===== src/rtl/mesi_pkg.sv =====
package mesi_pkg;

    typedef enum logic [1:0] {
        ST_I  = 2'd0,
        ST_CS = 2'd1,
        ST_CE = 2'd2,
        ST_DE = 2'd3
    } line_st_e;

    typedef enum logic [1:0] {
        OP_RD  = 2'd0,
        OP_RFO = 2'd1,
        OP_INV = 2'd2,
        OP_WB  = 2'd3
    } bus_op_e;

    // state a held line takes after another cache's transaction
    function automatic line_st_e snoop_next(line_st_e s, bus_op_e op);
        case (op)
            OP_RD:          return (s == ST_I) ? ST_I : ST_CS;
            OP_RFO, OP_INV: return ST_I;
            default:        return s;
        endcase
    endfunction

    // state of a freshly fetched line
    function automatic line_st_e fill_state(logic wr, logic shared);
        if (wr)     return ST_DE;
        if (shared) return ST_CS;
        return ST_CE;
    endfunction

endpackage


===== src/rtl/mesi_dir.sv =====
module mesi_dir
    import mesi_pkg::*;
#(
    parameter int IDX_W = 2,
    parameter int TAG_W = 6,
    localparam int LINES = 1 << IDX_W
) (
    input  logic             clk,
    input  logic             rst,
    input  logic [IDX_W-1:0] cpu_idx,
    output line_st_e         cpu_st,
    output logic [TAG_W-1:0] cpu_tag,
    input  logic [IDX_W-1:0] snp_idx,
    output line_st_e         snp_st,
    output logic [TAG_W-1:0] snp_tag,
    input  logic             cpu_we,
    input  logic [IDX_W-1:0] cpu_widx,
    input  logic [TAG_W-1:0] cpu_wtag,
    input  line_st_e         cpu_wst,
    input  logic             snp_we,
    input  logic [IDX_W-1:0] snp_widx,
    input  line_st_e         snp_wst,
    output logic [2*LINES-1:0] state_vec
);
    line_st_e         st_q  [LINES];
    logic [TAG_W-1:0] tag_q [LINES];

    always_ff @(posedge clk) begin
        for (int i = 0; i < LINES; i++) begin
            if (rst) begin
                st_q[i]  <= ST_I;
                tag_q[i] <= '0;
            end else if (cpu_we && cpu_widx == IDX_W'(i)) begin
                st_q[i]  <= cpu_wst;
                tag_q[i] <= cpu_wtag;
            end else if (snp_we && snp_widx == IDX_W'(i)) begin
                st_q[i]  <= snp_wst;
            end
        end
    end

    assign cpu_st  = st_q[cpu_idx];
    assign cpu_tag = tag_q[cpu_idx];
    assign snp_st  = st_q[snp_idx];
    assign snp_tag = tag_q[snp_idx];

    for (genvar g = 0; g < LINES; g++) begin : g_vec
        assign state_vec[2*g +: 2] = st_q[g];
    end

    // the stall rule keeps the two write ports off the same line
    a_r10_one_writer: assert property (@(posedge clk) disable iff (rst)
        !(cpu_we && snp_we && cpu_widx == snp_widx));

endmodule


===== src/rtl/mesi_snoop.sv =====
module mesi_snoop
    import mesi_pkg::*;
#(
    parameter int TAG_W = 6
) (
    input  logic             snp_valid,
    input  bus_op_e          snp_op,
    input  logic [TAG_W-1:0] snp_tag_in,
    input  line_st_e         dir_st,
    input  logic [TAG_W-1:0] dir_tag,
    output logic             snp_hit,
    output logic             snp_shared,
    output logic             snp_supply,
    output logic             snp_we,
    output line_st_e         snp_wst
);
    always_comb begin
        snp_hit    = snp_valid && dir_st != ST_I && dir_tag == snp_tag_in;
        snp_shared = snp_hit && snp_op == OP_RD;
        snp_supply = snp_hit && dir_st == ST_DE && (snp_op == OP_RD || snp_op == OP_RFO);
        snp_wst    = snoop_next(dir_st, snp_op);
        snp_we     = snp_hit && snp_wst != dir_st;
    end
endmodule


===== src/rtl/mesi_cpu_fsm.sv =====
module mesi_cpu_fsm
    import mesi_pkg::*;
#(
    parameter int IDX_W = 2,
    parameter int TAG_W = 6,
    localparam int ADDR_W = IDX_W + TAG_W
) (
    input  logic              clk,
    input  logic              rst,
    input  logic              cpu_valid,
    input  logic              cpu_write,
    input  logic [IDX_W-1:0]  cpu_idx,
    input  logic [TAG_W-1:0]  cpu_tag,
    input  line_st_e          dir_st,
    input  logic [TAG_W-1:0]  dir_tag,
    input  logic              snp_block,
    input  logic              bus_gnt,
    input  logic              bus_shared_in,
    output logic              cpu_done,
    output logic              bus_req,
    output bus_op_e           bus_op,
    output logic [ADDR_W-1:0] bus_addr,
    output logic              wr_en,
    output logic [TAG_W-1:0]  wr_tag,
    output line_st_e          wr_st
);
    typedef enum logic [1:0] {S_IDLE, S_WB, S_FETCH, S_UPG} fsm_e;
    fsm_e st_q, st_d;
    logic hit;

    always_comb begin
        hit      = dir_st != ST_I && dir_tag == cpu_tag;
        st_d     = st_q;
        cpu_done = 1'b0;
        bus_req  = 1'b0;
        bus_op   = OP_RD;
        bus_addr = {cpu_tag, cpu_idx};
        wr_en    = 1'b0;
        wr_tag   = cpu_tag;
        wr_st    = ST_DE;
        case (st_q)
            S_IDLE: if (cpu_valid && !snp_block) begin
                if (hit) begin
                    if (!cpu_write) cpu_done = 1'b1;
                    else if (dir_st == ST_CS) st_d = S_UPG;
                    else begin
                        cpu_done = 1'b1;
                        wr_en    = 1'b1;
                    end
                end else begin
                    st_d = (dir_st == ST_DE) ? S_WB : S_FETCH;
                end
            end
            S_WB: if (snp_block) st_d = S_IDLE;
            else begin
                bus_req  = 1'b1;
                bus_op   = OP_WB;
                bus_addr = {dir_tag, cpu_idx};
                if (bus_gnt) begin
                    wr_en  = 1'b1;
                    wr_tag = dir_tag;
                    wr_st  = ST_I;
                    st_d   = S_FETCH;
                end
            end
            S_FETCH: begin
                bus_req = 1'b1;
                bus_op  = cpu_write ? OP_RFO : OP_RD;
                if (bus_gnt) begin
                    wr_en    = 1'b1;
                    wr_st    = fill_state(cpu_write, bus_shared_in);
                    cpu_done = 1'b1;
                    st_d     = S_IDLE;
                end
            end
            default: if (snp_block) st_d = S_IDLE;
            else begin
                bus_req = 1'b1;
                bus_op  = OP_INV;
                if (bus_gnt) begin
                    wr_en    = 1'b1;
                    cpu_done = 1'b1;
                    st_d     = S_IDLE;
                end
            end
        endcase
    end

    always_ff @(posedge clk) begin
        if (rst) st_q <= S_IDLE;
        else     st_q <= st_d;
    end

    // an invalidate is only ever requested for a shared copy of the target
    a_r4_inv_from_shared: assert property (@(posedge clk) disable iff (rst)
        (bus_req && bus_op == OP_INV) |-> (dir_st == ST_CS && dir_tag == cpu_tag));

    // a write-back is only requested while the victim is still dirty
    a_r6_wb_only_dirty: assert property (@(posedge clk) disable iff (rst)
        (bus_req && bus_op == OP_WB) |-> dir_st == ST_DE);

endmodule


===== src/rtl/mesi_snoop_ctrl.sv =====
module mesi_snoop_ctrl
    import mesi_pkg::*;
#(
    parameter int ADDR_W = 8,
    parameter int IDX_W  = 2,
    localparam int TAG_W = ADDR_W - IDX_W,
    localparam int LINES = 1 << IDX_W
) (
    input  logic               clk,
    input  logic               rst,
    input  logic               cpu_valid,
    input  logic               cpu_write,
    input  logic [ADDR_W-1:0]  cpu_addr,
    output logic               cpu_done,
    output logic               bus_req,
    output logic [1:0]         bus_op,
    output logic [ADDR_W-1:0]  bus_addr,
    input  logic               bus_gnt,
    input  logic               bus_shared_in,
    input  logic               snp_valid,
    input  logic [1:0]         snp_op,
    input  logic [ADDR_W-1:0]  snp_addr,
    output logic               snp_shared,
    output logic               snp_supply,
    output logic [2*LINES-1:0] line_state
);
    logic [IDX_W-1:0] cpu_idx, snp_idx;
    logic [TAG_W-1:0] cpu_tag, snp_tag, dcpu_tag, dsnp_tag, wr_tag;
    line_st_e         dcpu_st, dsnp_st, wr_st, snp_wst;
    bus_op_e          op_e;
    logic             snp_hit, snp_we, wr_en, snp_block;

    assign cpu_idx   = cpu_addr[IDX_W-1:0];
    assign cpu_tag   = cpu_addr[ADDR_W-1:IDX_W];
    assign snp_idx   = snp_addr[IDX_W-1:0];
    assign snp_tag   = snp_addr[ADDR_W-1:IDX_W];
    assign snp_block = snp_hit && snp_idx == cpu_idx;
    assign bus_op    = op_e;

    mesi_dir #(.IDX_W(IDX_W), .TAG_W(TAG_W)) u_dir (
        .clk(clk), .rst(rst),
        .cpu_idx(cpu_idx), .cpu_st(dcpu_st), .cpu_tag(dcpu_tag),
        .snp_idx(snp_idx), .snp_st(dsnp_st), .snp_tag(dsnp_tag),
        .cpu_we(wr_en), .cpu_widx(cpu_idx), .cpu_wtag(wr_tag), .cpu_wst(wr_st),
        .snp_we(snp_we), .snp_widx(snp_idx), .snp_wst(snp_wst),
        .state_vec(line_state)
    );

    mesi_snoop #(.TAG_W(TAG_W)) u_snoop (
        .snp_valid(snp_valid), .snp_op(bus_op_e'(snp_op)), .snp_tag_in(snp_tag),
        .dir_st(dsnp_st), .dir_tag(dsnp_tag),
        .snp_hit(snp_hit), .snp_shared(snp_shared), .snp_supply(snp_supply),
        .snp_we(snp_we), .snp_wst(snp_wst)
    );

    mesi_cpu_fsm #(.IDX_W(IDX_W), .TAG_W(TAG_W)) u_fsm (
        .clk(clk), .rst(rst),
        .cpu_valid(cpu_valid), .cpu_write(cpu_write),
        .cpu_idx(cpu_idx), .cpu_tag(cpu_tag),
        .dir_st(dcpu_st), .dir_tag(dcpu_tag), .snp_block(snp_block),
        .bus_gnt(bus_gnt), .bus_shared_in(bus_shared_in),
        .cpu_done(cpu_done), .bus_req(bus_req), .bus_op(op_e), .bus_addr(bus_addr),
        .wr_en(wr_en), .wr_tag(wr_tag), .wr_st(wr_st)
    );

    function automatic logic [1:0] st_at(logic [2*LINES-1:0] v, logic [IDX_W-1:0] i);
        return v[2*i +: 2];
    endfunction

    // a completed access leaves its line holding a valid copy
    a_r2_done_line_valid: assert property (@(posedge clk) disable iff (rst)
        cpu_done |=> st_at(line_state, $past(cpu_idx)) != 2'd0);

    // a snooped read-for-write that hits always drops the line
    a_r8_rfo_drops_line: assert property (@(posedge clk) disable iff (rst)
        (snp_valid && snp_hit && snp_op == 2'd1 && !bus_gnt)
        |=> st_at(line_state, $past(snp_idx)) == 2'd0);

endmodule


===== config.mk =====
export PLATFORM = sky130hd
export DESIGN_NAME = mesi_snoop_ctrl
export DESIGN_NICKNAME = d
export VERILOG_FILES = /design/src/rtl/mesi_pkg.sv /design/src/rtl/mesi_dir.sv /design/src/rtl/mesi_snoop.sv /design/src/rtl/mesi_cpu_fsm.sv /design/src/rtl/mesi_snoop_ctrl.sv
export SDC_FILE = /design/constraint.sdc
export NUM_CORES = 1
export LEC_CHECK = 0
export ABC_AREA = 1
export BUFFER_PORTS_ARGS = -buffer_cell sky130_fd_sc_hd__buf_2
export CAP_MARGIN = 20
export CORE_MARGIN = 1.5
export CORE_UTILIZATION = 51
export DETAILED_ROUTE_END_ITERATION = 6
export HOLD_SLACK_MARGIN = 0.05
export PLACE_DENSITY = 0.74
export RECOVER_POWER = 25
export SETUP_SLACK_MARGIN = 0.3
export SYNTH_ARGS = -nofsm -noshare
export SYNTH_HDL_FRONTEND = slang
export SYNTH_SLANG_ARGS = --single-unit

===== constraint.sdc =====
create_clock -name clk -period 4.17 [get_ports clk]
set_input_delay 0.417 -clock clk [delete_from_list [all_inputs] [get_ports clk]]
set_output_delay 0.417 -clock clk [all_outputs]
set_load 0.05 [all_outputs]

==> qor.yml <==
run_status: "completed"
max_freq_ghz: 0.301
clk_latency_ps: 290
slowest_stage: "clkbuf_1"
synth_xor_area_share_pct: 0.320
viasPerCell: 5.18
area_growth_pct: 9.91
r2r_start: "u_dir.st_q[2][1]"
track_usage_pct: 24.2
crit_path_cell_trace: "clkbuf_1 -> inv_1 -> nand2_1 -> nor2_1 -> nor2_1 -> nand2_1 -> nand2_1 -> nand2_1 -> nor2_1 -> nand4_1 -> nor2_1 -> nand3_1 -> a31oi_1 -> buf_2"
p_per_area_mw_per_mm2: 399
start_kind: "input pin"
design_area_mm2: 0.00301
synth_ff_type: "edfxtp_1"
endpoint_kind: "output port"
fin_tns_setup_ps: 0
io_pins: 47
cts_root_buf: "clkbuf_8"
cts_tree: "built"
synth.most_common_cell: "nand2_1"
period_share_pct: 79.8
grt_first_pass_wirelength_um: 11300
post-route-min-period_ps: 3330
reg2reg_depth: 14
synth_cells: 418
synth_area_per_cell_um2: 6.56
grt_max_degree: 23
grt_pass1_vias: 2470
yosys_warnings: 0
initial_core_util_pct: 53.3
finClkSkew_ps: 6.67
core-area_mm2: 0.00514
startpoint: "cpu_addr[0]"
nFillCells: 552
ys_types: 34
worst_slack_ps: 844
crit_fanout: 19
dp_slack_ps: 1120
slew_viol_final: 0
synth_compound_area_share_pct: 6.89
min_from: "u_fsm.st_q[1]"
ys_seq_elements: 34
postRouteAntennaNets: 0
cts_sinks: 34
postPlaceCellArea_mm2: 0.00297
cts.clk_slew.worst_paths_ps: 70
clockBufferDepth: 2
hpwlAfterDp_um: 5270
synth_area_leaders: "edfxtp_1 35%, nand2_1 22%, nor2_1 9.9%, nand3_1 5.7%, inv_1 4.7%"
synth_commonest_cells: "157 x nand2_1, 72 x nor2_1, 34 x inv_1"
wire_per_inst_um: 12.4
cap_viol_max_count: 0
synth_edf_count: 32
antenna_found_initial: 0
fp.dieW_um: 76.3
required_ps: 3750
syn-cell-area_mm2: 0.00274
yosys.area_share.simple_pct: 46.0
yosysTopAreaCell: "edfxtp_1"
crit_type: "input pin to output port"
gp_congestion: 0.898
wl_um: 6570
p_leak_nw: 1.57
hp-class: "flip-flop to flip-flop"
synth_top_family_by_area: "simple AND/OR/NAND/NOR gates"
cp_top_family: "buffers and inverters"
finalSetupViolCount: 0
grt-ovfl-total: 0
reg2reg_slack_ps: 1710
rsz0062_at_grt: "false"
ir_worst_vdd_v: 0.000278
holdPathEnd: "u_fsm.st_q[1]"
vias: 2746
slowest_delay_ps: 580
chipHeight_um: 76.3
worst_ep_arrival_time_ps: 2910
drive_gt1_share_pct: 11.5
h-tree-depth: 2
row_count: 26
whs_path_depth: 4
slew_headroom_pct: 47.7
cts_hold_buf: 0
synth.area.mux_share_pct: 0
drcViolationCount: 0
rr_endpoint: "u_dir.st_q[0][1]"
worst_slew_pin_slew_ps: 785
postCtsSetupRepairBufs: 0
synth_top_cell_area_share_pct: 35.1
seq_area_frac_synth_pct: 36.5
cts.repair.resized: 0
total_power_mw: 1.20
crit_buf_inv: 3
numCtsBuffers: 5
drt-pass1-iter-count: 4
synthArstFlopShare_pct: 0
finalHoldViolCount: 0
diodes: 0
final_nets: 488
io_buffers: 46
holdWs_ps: 651
synth_adder_area_share_pct: 1.83
syn_nets: 447
dieArea_mm2: 0.00582
drtIter0Drc: 283
## kinds of logic (layout without fill, tap and decap cells)
| group | Yosys count | count (layout) |
|---|---|---|
| simple gates | 294 | 294 |
| buf+inv | 51 | 93 |
| xor+xnor | 1 | 1 |
| compound gates | 34 | 34 |
| fa+ha+maj | 4 | 4 |
| flops | 34 | 34 |
## where the power goes
part           leakage, nW  internal, mW  switching [mW]
Sequential           0.350         0.419          0.0305
Combinational         1.18         0.130           0.388
Clock               0.0416         0.114           0.120
Total                 1.57         0.663           0.539
## worst max path at each step
stage	to	slack, ps	depth (start not counted)
floorplan	snp_shared	1100	8
global placement	bus_addr[5]	1180	14
detailed placement	bus_addr[5]	1120	14
CTS	bus_addr[5]	1110	14
global route	cpu_done	480	14
finish	cpu_done	840	14
## layer usage
layer  track usage (%)  wire length [µm]  vias up  share of wire [%]
li1                  -                 -     1427                  -
met1              33.5              3060     1216                 47
met2              39.0              2910       97                 44
met3              4.19               509        6                7.8
met4              6.67                85        0                1.3
met5                 0                 0        -                  0
## layout make-up
class | instances | area (µm²) | area share [%]
repair buffers | 46 | 216 | 7.19
clock buffers | 5 | 68.8 | 2.29
well taps | 70 | 87.6 | 2.91
clock inverters | 3 | 16.3 | 0.540
inverters | 39 | 146 | 4.86
flip-flops and latches | 34 | 1000 | 33.2
multi-input cells | 333 | 1480 | 49.0
## stage by stage
step           utilization [%]  instances
2_1_floorplan                -        418
3_3_place_gp              57.8        522
3_5_place_dp              57.8        522
4_1_cts                   59.5        530
5_1_grt                   58.6        530
6_report                  58.6        530
## worst min-delay path, cell delays in order (launching register included)
cell,delay (ps)
dfxtp_1,350
inv_1,120
nand2_1,60
nand2_1,50
nor2_1,30
## cells in the final DEF, fill, tap and decap left out, types with 3 or more instances in the layout
master and count:
inv_2 3, nand3_1 32, a21oi_1 12, ha_1 4, clkbuf_8 5, nand2_1 165
nand4_1 8, clkbuf_1 11, or2_1 4, buf_2 35, o21ai_1 3, o21ai_0 13
edfxtp_1 32, nor2_1 72, nand3_2 3, inv_1 35
## state kept, by name, summed over array words and instances, names as in the netlist
signal	cells
u_fsm.st_q	2
u_dir.tag_q	24
u_dir.st_q	8
Power figures use the tool's default switching activity.
